<file path="src/rtl/vcfg_pkg.sv">
package vcfg_pkg;
  // Register classes: 0 = integer, 1 = floating point
  localparam int NCLASS = 2;

  typedef enum logic [1:0] {
    ST_IDLE,
    ST_LOAD,
    ST_WAIT,
    ST_FIN
  } cfg_state_e;
endpackage

</file>
<file path="src/rtl/vcfg_seq_div.sv">
// Restoring unsigned divider, one quotient bit per clock.
module vcfg_seq_div #(
  parameter int NUM_W = 8,
  parameter int DEN_W = 6
) (
  input  logic             clk,
  input  logic             rst,
  input  logic             start,
  input  logic [NUM_W-1:0] numer,
  input  logic [DEN_W-1:0] denom,
  output logic             done,
  output logic [NUM_W-1:0] quot
);
  localparam int STEP_W = $clog2(NUM_W + 1);

  logic              running;
  logic [STEP_W-1:0] steps;
  logic [DEN_W:0]    rem;
  logic [DEN_W-1:0]  den_q;
  logic [DEN_W:0]    trial;
  logic [DEN_W:0]    den_ext;

  always_comb begin
    trial   = {rem[DEN_W-1:0], quot[NUM_W-1]};
    den_ext = {1'b0, den_q};
  end

  always_ff @(posedge clk) begin
    if (rst) begin
      running <= 1'b0;
      steps   <= '0;
      rem     <= '0;
      den_q   <= '0;
      quot    <= '0;
      done    <= 1'b0;
    end else begin
      done <= 1'b0;
      if (start) begin
        running <= 1'b1;
        steps   <= STEP_W'(NUM_W);
        rem     <= '0;
        den_q   <= denom;
        quot    <= numer;
      end else if (running) begin
        if (trial >= den_ext) begin
          rem  <= trial - den_ext;
          quot <= {quot[NUM_W-2:0], 1'b1};
        end else begin
          rem  <= trial;
          quot <= {quot[NUM_W-2:0], 1'b0};
        end
        steps <= steps - 1'b1;
        if (steps == STEP_W'(1)) begin
          running <= 1'b0;
          done    <= 1'b1;
        end
      end
    end
  end

  // A count of 1 must never reach the divider
  p_div_nonzero_r5: assert property (@(posedge clk) disable iff (rst)
    start |-> (denom != '0));

  // The controller waits for completion before starting again
  p_div_no_restart_r8: assert property (@(posedge clk) disable iff (rst)
    start |-> !running);

  // The remainder stays below the divisor while running
  p_div_rem_bound_r3: assert property (@(posedge clk) disable iff (rst)
    running |-> (rem < den_ext));
endmodule

</file>
<file path="src/rtl/vcfg_limit.sv">
// Folds the per-class quotients into one maximum vector length.
module vcfg_limit #(
  parameter int NCLASS    = 2,
  parameter int CNT_W     = 6,
  parameter int NUM_W     = 8,
  parameter int LANES     = 32,
  parameter int VL_W      = 6,
  parameter int DEF_VLMAX = 8
) (
  input  logic [CNT_W-1:0] cnts  [NCLASS],
  input  logic [NUM_W-1:0] quots [NCLASS],
  output logic [VL_W-1:0]  vlmax
);
  logic [NCLASS-1:0] used;
  logic [VL_W-1:0]   cap [NCLASS];

  for (genvar k = 0; k < NCLASS; k++) begin : g_cls
    always_comb begin
      used[k] = (cnts[k] != '0);
      if (cnts[k] == CNT_W'(1))
        cap[k] = VL_W'(LANES);
      else if (int'(quots[k]) > LANES)
        cap[k] = VL_W'(LANES);
      else
        cap[k] = VL_W'(quots[k]);
    end
  end

  always_comb begin
    logic [VL_W-1:0] best;
    best = VL_W'(LANES);
    for (int k = 0; k < NCLASS; k++) begin
      if (used[k] && (cap[k] < best))
        best = cap[k];
    end
    vlmax = (used == '0) ? VL_W'(DEF_VLMAX) : best;
  end
endmodule

</file>
<file path="src/rtl/vlen_cfg_unit.sv">
module vlen_cfg_unit #(
  parameter int LANES     = 32,
  parameter int XPR_POOL  = 256,
  parameter int FPR_POOL  = 256,
  parameter int CNT_W     = 6,
  parameter int LEN_W     = 32,
  parameter int DEF_VLMAX = 8
) (
  input  logic                                   clk,
  input  logic                                   rst,
  input  logic                                   cfg_valid,
  input  logic [CNT_W*vcfg_pkg::NCLASS-1:0]      cfg_imm,
  input  logic                                   setvl_valid,
  input  logic [LEN_W-1:0]                       req_len,
  output logic                                   busy,
  output logic                                   done,
  output logic [$clog2(LANES+1)-1:0]             grant_vl,
  output logic [$clog2(LANES+1)-1:0]             cur_vl,
  output logic [$clog2(LANES+1)-1:0]             cur_vlmax
);
  import vcfg_pkg::*;

  localparam int VL_W    = $clog2(LANES + 1);
  localparam int MAXPOOL = (XPR_POOL > FPR_POOL) ? XPR_POOL : FPR_POOL;
  localparam int NUM_W   = $clog2(MAXPOOL);
  localparam int CLS_W   = (NCLASS > 1) ? $clog2(NCLASS) : 1;
  localparam int LAT_MAX = NCLASS * (NUM_W + 2) + 2;
  localparam int LAT_W   = $clog2(LAT_MAX + 1) + 1;

  cfg_state_e       st;
  logic [CLS_W-1:0] cls;
  logic [CNT_W-1:0] cnt_q  [NCLASS];
  logic [NUM_W-1:0] quot_q [NCLASS];
  logic [LEN_W-1:0] req_q;
  logic [VL_W-1:0]  vl_r;
  logic [VL_W-1:0]  vlmax_r;
  logic [VL_W-1:0]  grant_r;
  logic             done_r;

  logic             div_start;
  logic             div_done;
  logic [NUM_W-1:0] div_quot;
  logic [NUM_W-1:0] div_numer;
  logic [CNT_W-1:0] div_denom;
  logic             need_div;
  logic             last_cls;
  logic [VL_W-1:0]  lim;

  function automatic logic [VL_W-1:0] grant_len(input logic [VL_W-1:0] mx,
                                                input logic [LEN_W-1:0] rq);
    if (rq[LEN_W-1])
      return '0;
    else if (rq > LEN_W'(mx))
      return mx;
    else
      return rq[VL_W-1:0];
  endfunction

  always_comb begin
    need_div  = (cnt_q[cls] > CNT_W'(1));
    last_cls  = (cls == CLS_W'(NCLASS - 1));
    div_start = (st == ST_LOAD) && need_div;
    div_denom = cnt_q[cls] - CNT_W'(1);
    div_numer = (cls == '0) ? NUM_W'(XPR_POOL - 1) : NUM_W'(FPR_POOL - 1);
  end

  vcfg_seq_div #(
    .NUM_W (NUM_W),
    .DEN_W (CNT_W)
  ) u_div (
    .clk   (clk),
    .rst   (rst),
    .start (div_start),
    .numer (div_numer),
    .denom (div_denom),
    .done  (div_done),
    .quot  (div_quot)
  );

  vcfg_limit #(
    .NCLASS    (NCLASS),
    .CNT_W     (CNT_W),
    .NUM_W     (NUM_W),
    .LANES     (LANES),
    .VL_W      (VL_W),
    .DEF_VLMAX (DEF_VLMAX)
  ) u_lim (
    .cnts  (cnt_q),
    .quots (quot_q),
    .vlmax (lim)
  );

  always_ff @(posedge clk) begin
    if (rst) begin
      st      <= ST_IDLE;
      cls     <= '0;
      req_q   <= '0;
      vl_r    <= '0;
      vlmax_r <= VL_W'(DEF_VLMAX);
      grant_r <= '0;
      done_r  <= 1'b0;
      for (int k = 0; k < NCLASS; k++) begin
        cnt_q[k]  <= '0;
        quot_q[k] <= '0;
      end
    end else begin
      done_r <= 1'b0;
      case (st)
        ST_IDLE: begin
          if (cfg_valid) begin
            for (int k = 0; k < NCLASS; k++)
              cnt_q[k] <= cfg_imm[k*CNT_W +: CNT_W];
            req_q <= req_len;
            cls   <= '0;
            st    <= ST_LOAD;
          end else if (setvl_valid) begin
            vl_r    <= grant_len(vlmax_r, req_len);
            grant_r <= grant_len(vlmax_r, req_len);
            done_r  <= 1'b1;
          end
        end
        ST_LOAD: begin
          if (need_div)
            st <= ST_WAIT;
          else if (last_cls)
            st <= ST_FIN;
          else
            cls <= cls + 1'b1;
        end
        ST_WAIT: begin
          if (div_done) begin
            quot_q[cls] <= div_quot;
            if (last_cls) begin
              st <= ST_FIN;
            end else begin
              cls <= cls + 1'b1;
              st  <= ST_LOAD;
            end
          end
        end
        ST_FIN: begin
          vlmax_r <= lim;
          vl_r    <= grant_len(lim, req_q);
          grant_r <= grant_len(lim, req_q);
          done_r  <= 1'b1;
          st      <= ST_IDLE;
        end
        default: st <= ST_IDLE;
      endcase
    end
  end

  assign busy      = (st != ST_IDLE);
  assign done      = done_r;
  assign grant_vl  = grant_r;
  assign cur_vl    = vl_r;
  assign cur_vlmax = vlmax_r;

  // Cycles spent busy in the current operation, for the latency bound
  logic [LAT_W-1:0] lat_cnt;
  always_ff @(posedge clk) begin
    if (rst || !busy) lat_cnt <= '0;
    else              lat_cnt <= lat_cnt + 1'b1;
  end

  p_reset_vals_r1: assert property (@(posedge clk) disable iff (rst)
    $past(rst) |-> (cur_vl == '0 && cur_vlmax == VL_W'(DEF_VLMAX) && !busy && !done));

  p_vl_bound_r11: assert property (@(posedge clk) disable iff (rst)
    cur_vl <= cur_vlmax);

  p_vlmax_range_r11: assert property (@(posedge clk) disable iff (rst)
    (cur_vlmax <= VL_W'(LANES)) && (cur_vlmax != '0));

  p_setvl_timing_r7: assert property (@(posedge clk) disable iff (rst)
    (!busy && setvl_valid && !cfg_valid) |=> (done && $stable(cur_vlmax)));

  p_grant_match_r9: assert property (@(posedge clk) disable iff (rst)
    done |-> (grant_vl == cur_vl));

  p_busy_hold_r10: assert property (@(posedge clk) disable iff (rst)
    (busy && st != ST_FIN) |=> ($stable(cur_vl) && $stable(cur_vlmax) && !done));

  p_cfg_priority_r10: assert property (@(posedge clk) disable iff (rst)
    (!busy && cfg_valid) |=> (busy && !done));

  p_cfg_latency_r8: assert property (@(posedge clk) disable iff (rst)
    busy |-> (lat_cnt < LAT_W'(LAT_MAX)));
endmodule

</file>
<file path="config.mk">
export PLATFORM = sky130hd
export DESIGN_NAME = vlen_cfg_unit
export DESIGN_NICKNAME = d
export VERILOG_FILES = /design/src/rtl/vcfg_pkg.sv /design/src/rtl/vcfg_seq_div.sv /design/src/rtl/vcfg_limit.sv /design/src/rtl/vlen_cfg_unit.sv
export SDC_FILE = /design/constraint.sdc
export NUM_CORES = 1
export LEC_CHECK = 0
export CORE_ASPECT_RATIO = 1.5
export CORE_MARGIN = 10
export CORE_UTILIZATION = 66
export CTS_BUF_LIST = sky130_fd_sc_hd__clkbuf_8
export CTS_CLUSTER_DIAMETER = 200
export DETAILED_ROUTE_END_ITERATION = 6
export DONT_BUFFER_PORTS = 1
export PLACE_DENSITY_LB_ADDON = 0.1
export SETUP_SLACK_MARGIN = 0.4
export SYNTH_ARGS = -nofsm -noshare
export SYNTH_HDL_FRONTEND = slang
export SYNTH_SLANG_ARGS = --single-unit
</file>
<file path="constraint.sdc">
create_clock -name clk -period 4.7 [get_ports clk]
set_clock_uncertainty 0.1 [all_clocks]
set_input_delay 0.94 -clock clk [delete_from_list [all_inputs] [get_ports clk]]
set_output_delay 0.94 -clock clk [all_outputs]
set_load 0.02 [all_outputs]
</file>
Word-level counts from Yosys, hierarchy flattened

Cells that the tools add are included.

Memory bits (writable): 0
Output and inout port bits: 20
Latch bits: 0
Memories: 0
Logic and storage cells: 108
Register bits: 102
ROM bits: 0

Reduce and logical (&&, ||, !) cells: 19
Multiply operators: 0
Mux-type cells: 44
Shifts and indexed selects: 0
Divide/modulo/power cells: 0
Equal/unequal tests: 12
Bitwise logic cells: 2
$lt $le $gt $ge: 10
Add/subtract/negate cells: 4

Operators by type and width:

| kind                | count |
|---|---|
| $mux 6              | 17 |
| $gt 32x6->1         | 2 |
| $mux 8              | 3 |
| $bwmux 16           | 1 |
| $gt 8x6->1 const B  | 2 |
| $eq 6x1->1 const B  | 2 |
| $pmux 6 s2          | 1 |
| $reduce_bool 6->1   | 2 |
| $mux 1              | 11 |
| $mux 2              | 5 |
| $demux 8 s1         | 1 |
| $mux 4              | 2 |
| $ne 2x2->1 const B  | 4 |
| $pmux 2 s4          | 1 |
| $ge 7x6->1          | 1 |
| $gt 6x1->1 const B  | 1 |
| $lt 6x6->1          | 1 |
| $lt 6x6->1 const B  | 1 |
| $reduce_and 3->1    | 2 |
| $reduce_bool 2->1   | 3 |
| $sub 6x1->6 const B | 1 |
| $sub 6x6->6         | 1 |
| $eq 2x2->1 const B  | 2 |
| $eq 4x1->1 const B  | 1 |
| 18 further kinds    | 23 |

Longest topological paths before layout

Depth in word-level cells: 14
Depth in mapped cells: 20
Gate-level depth less buffers: 19

Cells and area by module

A second synthesis with hierarchy kept.

Cells, all modules: 648
Area total of the unflattened synthesis: 5392.7 µm²

By module, submodules not included:

| module        | instances | area each (µm²) | cells an instance |
|---|---|---|---|
| vlen_cfg_unit | 1         | 3642.2          | 439 |
| vcfg_seq_div  | 1         | 1385.1          | 162 |
| vcfg_limit    | 1         | 365.4           | 47 |

Least setup slack after synthesis

Ideal clock, no wire load.

Path kind: register -> register
Start: reg cnt_q[1] (netlist name)
End: reg grant_r[5], in the netlist grant_vl[5]
Setup time: 86 ps
Required time: 4514 ps
Slack: 387 ps
Data arrival time: 4128 ps
Path buffers: 1
Cell stages (with the launch flop): 20
Cell sequence: dfxtp_1 or4_4 nor2_1 a21oi_1 and2_1 ha_1 a21oi_1 o21ai_0 a211oi_1 o21ai_4 mux2_2 ha_1 nor2b_1 o21ai_0 a21oi_1 nor3_1 o21ai_0 buf_2 o221a_2 a211oi_1

Word-level cells in the longest chain between the ends: 10
Elaborated cells on any way between the ends: 12

Ends and longest elaborated chain:

| what                              | RTL line             | RTL |
|---|---|---|
| from (decl)                       | vlen_cfg_unit.sv:32  | `logic [CNT_W-1:0] cnt_q [NCLASS];` |
| from (signal, indexed assignment) | vlen_cfg_unit.sv:112 | `cnt_q[k] <= cfg_imm[k*CNT_W +: CNT_W];` |
| $eq 6x1->1                        | vcfg_limit.sv:20     | `if (cnts[k] == CNT_W'(1))` |
| $mux 6                            | vcfg_limit.sv:20     |  |
| $lt 6x6->1                        | vcfg_limit.sv:33     | `if (used[k] && (cap[k] < best))` |
| $logic_and 1x1->1                 | vcfg_limit.sv:33     |  |
| $mux 6                            | vcfg_limit.sv:33     |  |
| $mux 6 *                          | vcfg_limit.sv:36     | `vlmax = (used == '0) ? VL_W'(DEF_VLMAX) : best;` |
| $gt 32x6->1                       | vlen_cfg_unit.sv:53  | `else if (rq > LEN_W'(mx))` |
| $mux 6 *                          | vlen_cfg_unit.sv:53  |  |
| $mux 6 *                          | vlen_cfg_unit.sv:51  | `if (rq[LEN_W-1])` |
| $pmux 6 s2 *                      | vlen_cfg_unit.sv:108 | `case (st)` |
| to (signal assigned)              | vlen_cfg_unit.sv:118 | `grant_r <= grant_len(vlmax_r, req_len);` |
| to (signal assigned)              | vlen_cfg_unit.sv:144 | `grant_r <= grant_len(lim, req_q);` |
| to (decl)                         | vlen_cfg_unit.sv:37  | `logic [VL_W-1:0] grant_r;` |

Mark *: on every way between the ends. The rest lies on a longest branch, timed or not.
A chain may end at the register's enable or synchronous reset.

Worst setup path in the final report

Start: reg cnt_q[4] (netlist name)
End: reg grant_r[3], in the netlist grant_vl[3]

Same word-level chain as after synthesis.

==> impl_results.rst <==
.. list-table::
   :header-rows: 1

   * - Metric
     - Value
   * - Std-Cell Core Area
     - between 0.007 and 0.008 mm2
   * - Final Max Tran Viols
     - 0
   * - Overall routed net length
     - about 12000 um
   * - Proportion of netlist area held by the largest area contributor
     - just under 40%
   * - Routed vias/inst
     - 5.978
   * - Flop and latch count out of synthesis
     - approximately 100
   * - Maximum number of pins on one net before global-route repair
     - between 90 and 100
   * - CTS tree
     - yes
   * - Worst hold-check path type
     - reg -> reg
   * - Post-synth design cell area
     - 0.005206 mm2
   * - Port Buffers
     - 0
   * - Total count of hold-check failures in the final report
     - 0
   * - Wire length of the first global-routing pass
     - around 19000 um
   * - Dominant cell by count in the synthesized netlist
     - sky130_fd_sc_hd__nand2_1
   * - Synthesis Warnings
     - 0
   * - Xor/xnor cell area share of the yosys netlist
     - 1.514%
   * - Actual transition at the worst max-transition pin
     - 1039 ps
   * - Setup slack after placement
     - ~130 ps
   * - Area share of and/or/nand/nor cells after synthesis
     - between 20% and 30%
   * - Unrepaired setup endpoints after global routing
     - false
   * - CP Data Arrival Time
     - 4450 ps
   * - Power per unit of standard cell area
     - ~600 mW/mm2
   * - Post-synth top flop
     - sky130_fd_sc_hd__dfxtp_1
   * - Worst r2r dst
     - grant_vl[3]
   * - Filler instances
     - 631
   * - Clock sink total
     - 102
   * - Area after detailed placement
     - between 0.005 and 0.006 mm2
   * - Lkg Pwr
     - 0.002218 uW
   * - Setup violation total in the final timing report
     - 0
   * - 1st-pass router iterations
     - 4
   * - Final total negative setup slack
     - 0 ps
   * - R2R Setup Slk
     - roughly 430 ps
   * - Worst r2r src
     - cnt_q[4]
   * - DR iter-0 viols
     - 290
   * - Peak supply drop
     - between 0.3 and 0.4 mV
   * - Highest attainable clock frequency
     - between 0.2 and 0.25 GHz
   * - Post-synthesis compound-gate area fraction
     - between 15 and 20%
   * - Min cycle time layout
     - about 4300 ps
   * - Routed wire per std cell
     - 16.75 um
   * - Area of all placed cells without fillers
     - ~0.0056 mm2
   * - Estimated wirelength of the detail-placed design
     - between 8000 and 9000 um
   * - Number of placement rows
     - 39
   * - Antenna Nets Post-Route
     - 0
   * - Clock Latency Late Sink
     - between 300 and 400 ps
   * - Clock transition at the registers of the reported paths
     - 90 ps
   * - Number of buffers on the longest clock path
     - 2
   * - Via count of the first global-routing pass
     - about 4.3k
   * - Number of diodes added for antenna fixing
     - 0
   * - Required time at the endpoint of the critical path
     - just under 5000 ps
   * - Ratio of cells with drive above 1 in the final layout
     - ~11%
   * - Die outline area
     - 0.01191 mm2
   * - DRC violation count after routing
     - 0
   * - Vertical extent of the die
     - between 100 and 150 um
   * - Relative slew margins
     - 30.62%
   * - Min-delay src
     - req_q[15]
   * - Crit path capture type
     - flop
   * - Share of flip-flops with an asynchronous set or reset after synthesis
     - 0%
   * - Number of nets produced by synthesis
     - approximately 720
   * - Number of instances in the synthesized netlist
     - 637
   * - Leading post-synthesis cells by cell area
     - sky130_fd_sc_hd__dfxtp_1, sky130_fd_sc_hd__nand2_1, sky130_fd_sc_hd__ha_1
   * - Last weighted congestion value of the routability-driven placer
     - between 0.8 and 0.9
   * - Hold-critical path depth
     - 2
   * - Initial standard-cell utilization of the core
     - about 68%
   * - Dominant combinational cell family by area after synthesis
     - simple AND/OR/NAND/NOR gates
   * - Post-Route Utilization
     - between 70% and 80%
   * - Worst-case hold path end point
     - req_q[15]
   * - Maximum fanout along the worst path
     - 6
   * - Number of nets in the final layout
     - ~700
   * - Number of antenna violations at the first check in global routing
     - 0
   * - Count of different cell masters after synthesis
     - between 50 and 60
   * - Setup WS post-layout
     - approximately 430 ps
   * - Synth area leader
     - sky130_fd_sc_hd__dfxtp_1
   * - Outcome
     - complete, no violations
   * - Number of top-level design ports
     - 68
   * - Worst Setup Start Kind
     - flop
   * - Total routing resource utilization after global routing
     - 19.69%
   * - Via count
     - 4382
   * - Clock root buffer
     - sky130_fd_sc_hd__clkbuf_8
   * - Max cap viols
     - 0
   * - Area delta synth->final
     - 8.363%
   * - Seq/Total Area, Yosys
     - just under 40%
   * - Portion of netlist area occupied by mux cells
     - 7.979%
   * - Share of the clock period used by the worst path
     - about nine tenths
   * - Total congestion overflow after global routing
     - 0
   * - Top post-synthesis cells by count
     - sky130_fd_sc_hd__nand2_1, sky130_fd_sc_hd__dfxtp_1, sky130_fd_sc_hd__a21oi_1
   * - Cell depth of the worst flop-to-flop path
     - 20
   * - Number of synthesized flops with an enable pin
     - 0
   * - TritonCTS Buffers
     - 9
   * - Floorplan die width
     - a little over 90 um
   * - Max H-tree Level
     - 3
   * - Synthesized area divided by synthesized cell count
     - just over 8 um2
   * - Path type of the worst setup path
     - reg -> reg
   * - Adder-cell area share of the yosys netlist
     - under 10%
final cells by class:
cell class | instances | area [um2] | area share, %
Inverter | 30 | 112.6 | 1.996
Multi-Input combinational cell | 468 | 3019 | 53.52
Clock buffer | 10 | 137.6 | 2.440
Tap cell | 102 | 127.6 | 2.262
Sequential cell | 102 | 2044 | 36.24
Timing Repair Buffer | 16 | 117.6 | 2.085
Clock inverter | 5 | 82.58 | 1.464
registers in the layout, indices dropped and copies added (netlist names), 2 cells and up:
name / cells
st: 2
u_div.quot: 8
req_q: 32
grant_vl: 6
quot_q: 16
cur_vlmax: 6
u_div.steps: 4
cnt_q: 12
u_div.den_q: 6
u_div.rem: 6
kinds of logic (layout without fill, tap and decap cells):
| group | count (synthesis) | after routing |
|---|---|---|
| fa+ha+maj | 33 | 33 |
| mux | 40 | 40 |
| simple gates | 245 | 245 |
| flops | 102 | 102 |
| compound gates | 141 | 141 |
| xor+xnor | 9 | 9 |
| buf+inv | 67 | 61 |
critical path, cell delays in order (launching register included):
cell	delay (ps)
sky130_fd_sc_hd__dfxtp_2	340
sky130_fd_sc_hd__or4_4	560
sky130_fd_sc_hd__nor2_4	140
sky130_fd_sc_hd__a21oi_4	80
sky130_fd_sc_hd__and2_4	180
sky130_fd_sc_hd__ha_4	220
sky130_fd_sc_hd__a21oi_4	140
sky130_fd_sc_hd__o21ai_2	100
sky130_fd_sc_hd__a211oi_2	320
sky130_fd_sc_hd__o21ai_4	120
sky130_fd_sc_hd__buf_4	160
sky130_fd_sc_hd__mux2_4	310
sky130_fd_sc_hd__inv_2	70
sky130_fd_sc_hd__ha_4	190
sky130_fd_sc_hd__o21ai_1	120
sky130_fd_sc_hd__a21oi_1	50
sky130_fd_sc_hd__nor3_1	210
sky130_fd_sc_hd__o21ai_1	130
sky130_fd_sc_hd__buf_4	180
sky130_fd_sc_hd__and3_1	180
sky130_fd_sc_hd__o221a_2	240
power breakdown:
part	leakage, uW	total [uW]	internal (uW)	switching (uW)
combinational	0.00127	1550	706	847
clock	0.000113	613	313	300
sequential	0.000834	1290	1050	244
per-layer routing:
metal | global-route usage [%] | up-vias | wire [um]
li1 | - | 2172 | -
met1 | 20.55 | 2076 | 4633
met2 | 35.71 | 112 | 6420
met3 | 6.810 | 22 | 949
met4 | 6.922 | 0 | 271
met5 | 0 | - | 0
stage by stage:
stage          total power [uW]  hold slack, ps  std cells
2_1_floorplan              2474           336.0        637
3_3_place_gp               2670           336.6        707
3_5_place_dp               2718           342.9        707
4_1_cts                    3385           356.1        728
5_1_grt                    3735           371.0        733
6_report                   3461           355.9        733
layout by cell type (no fill, tap or decap), types with 3 or more instances in the layout:
master	count
sky130_fd_sc_hd__nand2_1	116
sky130_fd_sc_hd__dfxtp_1	100
sky130_fd_sc_hd__a21oi_1	71
sky130_fd_sc_hd__nor2_1	65
sky130_fd_sc_hd__mux2i_1	34
sky130_fd_sc_hd__inv_1	29
sky130_fd_sc_hd__ha_1	26
sky130_fd_sc_hd__buf_4	15
sky130_fd_sc_hd__nor4_1	13
sky130_fd_sc_hd__a211oi_1	12
sky130_fd_sc_hd__o21ai_0	10
sky130_fd_sc_hd__clkbuf_8	10
sky130_fd_sc_hd__nand3_1	9
sky130_fd_sc_hd__nor3_1	7
sky130_fd_sc_hd__o211ai_1	7
sky130_fd_sc_hd__xor2_1	6
sky130_fd_sc_hd__ha_4	6
sky130_fd_sc_hd__o21ai_1	4
sky130_fd_sc_hd__nor2b_1	4
sky130_fd_sc_hd__and2_1	4
sky130_fd_sc_hd__nand3b_1	4
sky130_fd_sc_hd__o2bb2ai_1	4
sky130_fd_sc_hd__nand2_2	3
sky130_fd_sc_hd__a211oi_2	3
sky130_fd_sc_hd__a22oi_1	3
sky130_fd_sc_hd__mux2_4	3
sky130_fd_sc_hd__mux2_2	3
sky130_fd_sc_hd__a21o_1	3
sky130_fd_sc_hd__o21a_1	3
sky130_fd_sc_hd__nand4_1	3
sky130_fd_sc_hd__xnor2_1	3
sky130_fd_sc_hd__o311ai_0	3
repair_timing:
action,4_1_cts,5_1_grt
hold buffers,0,0
setup buffers,6,4
pin swaps,3,19
gates resized for setup,6,26
cloned,0,1
setup endpoints to repair,6,6
worst max-delay path by stage:
stage | startpoint | to | slack (ps) | cells after the start
after floorplan | cnt_q[1] | grant_vl[5] | 500 | 19
after global placement | cnt_q[2] | grant_vl[5] | 330 | 19
after detailed placement | cnt_q[2] | grant_vl[3] | 130 | 19
after CTS | cnt_q[1] | grant_vl[5] | 410 | 20
after global routing | cnt_q[4] | grant_vl[3] | 170 | 20
final | cnt_q[4] | grant_vl[3] | 430 | 20
Power figures use the tool's default switching activity.
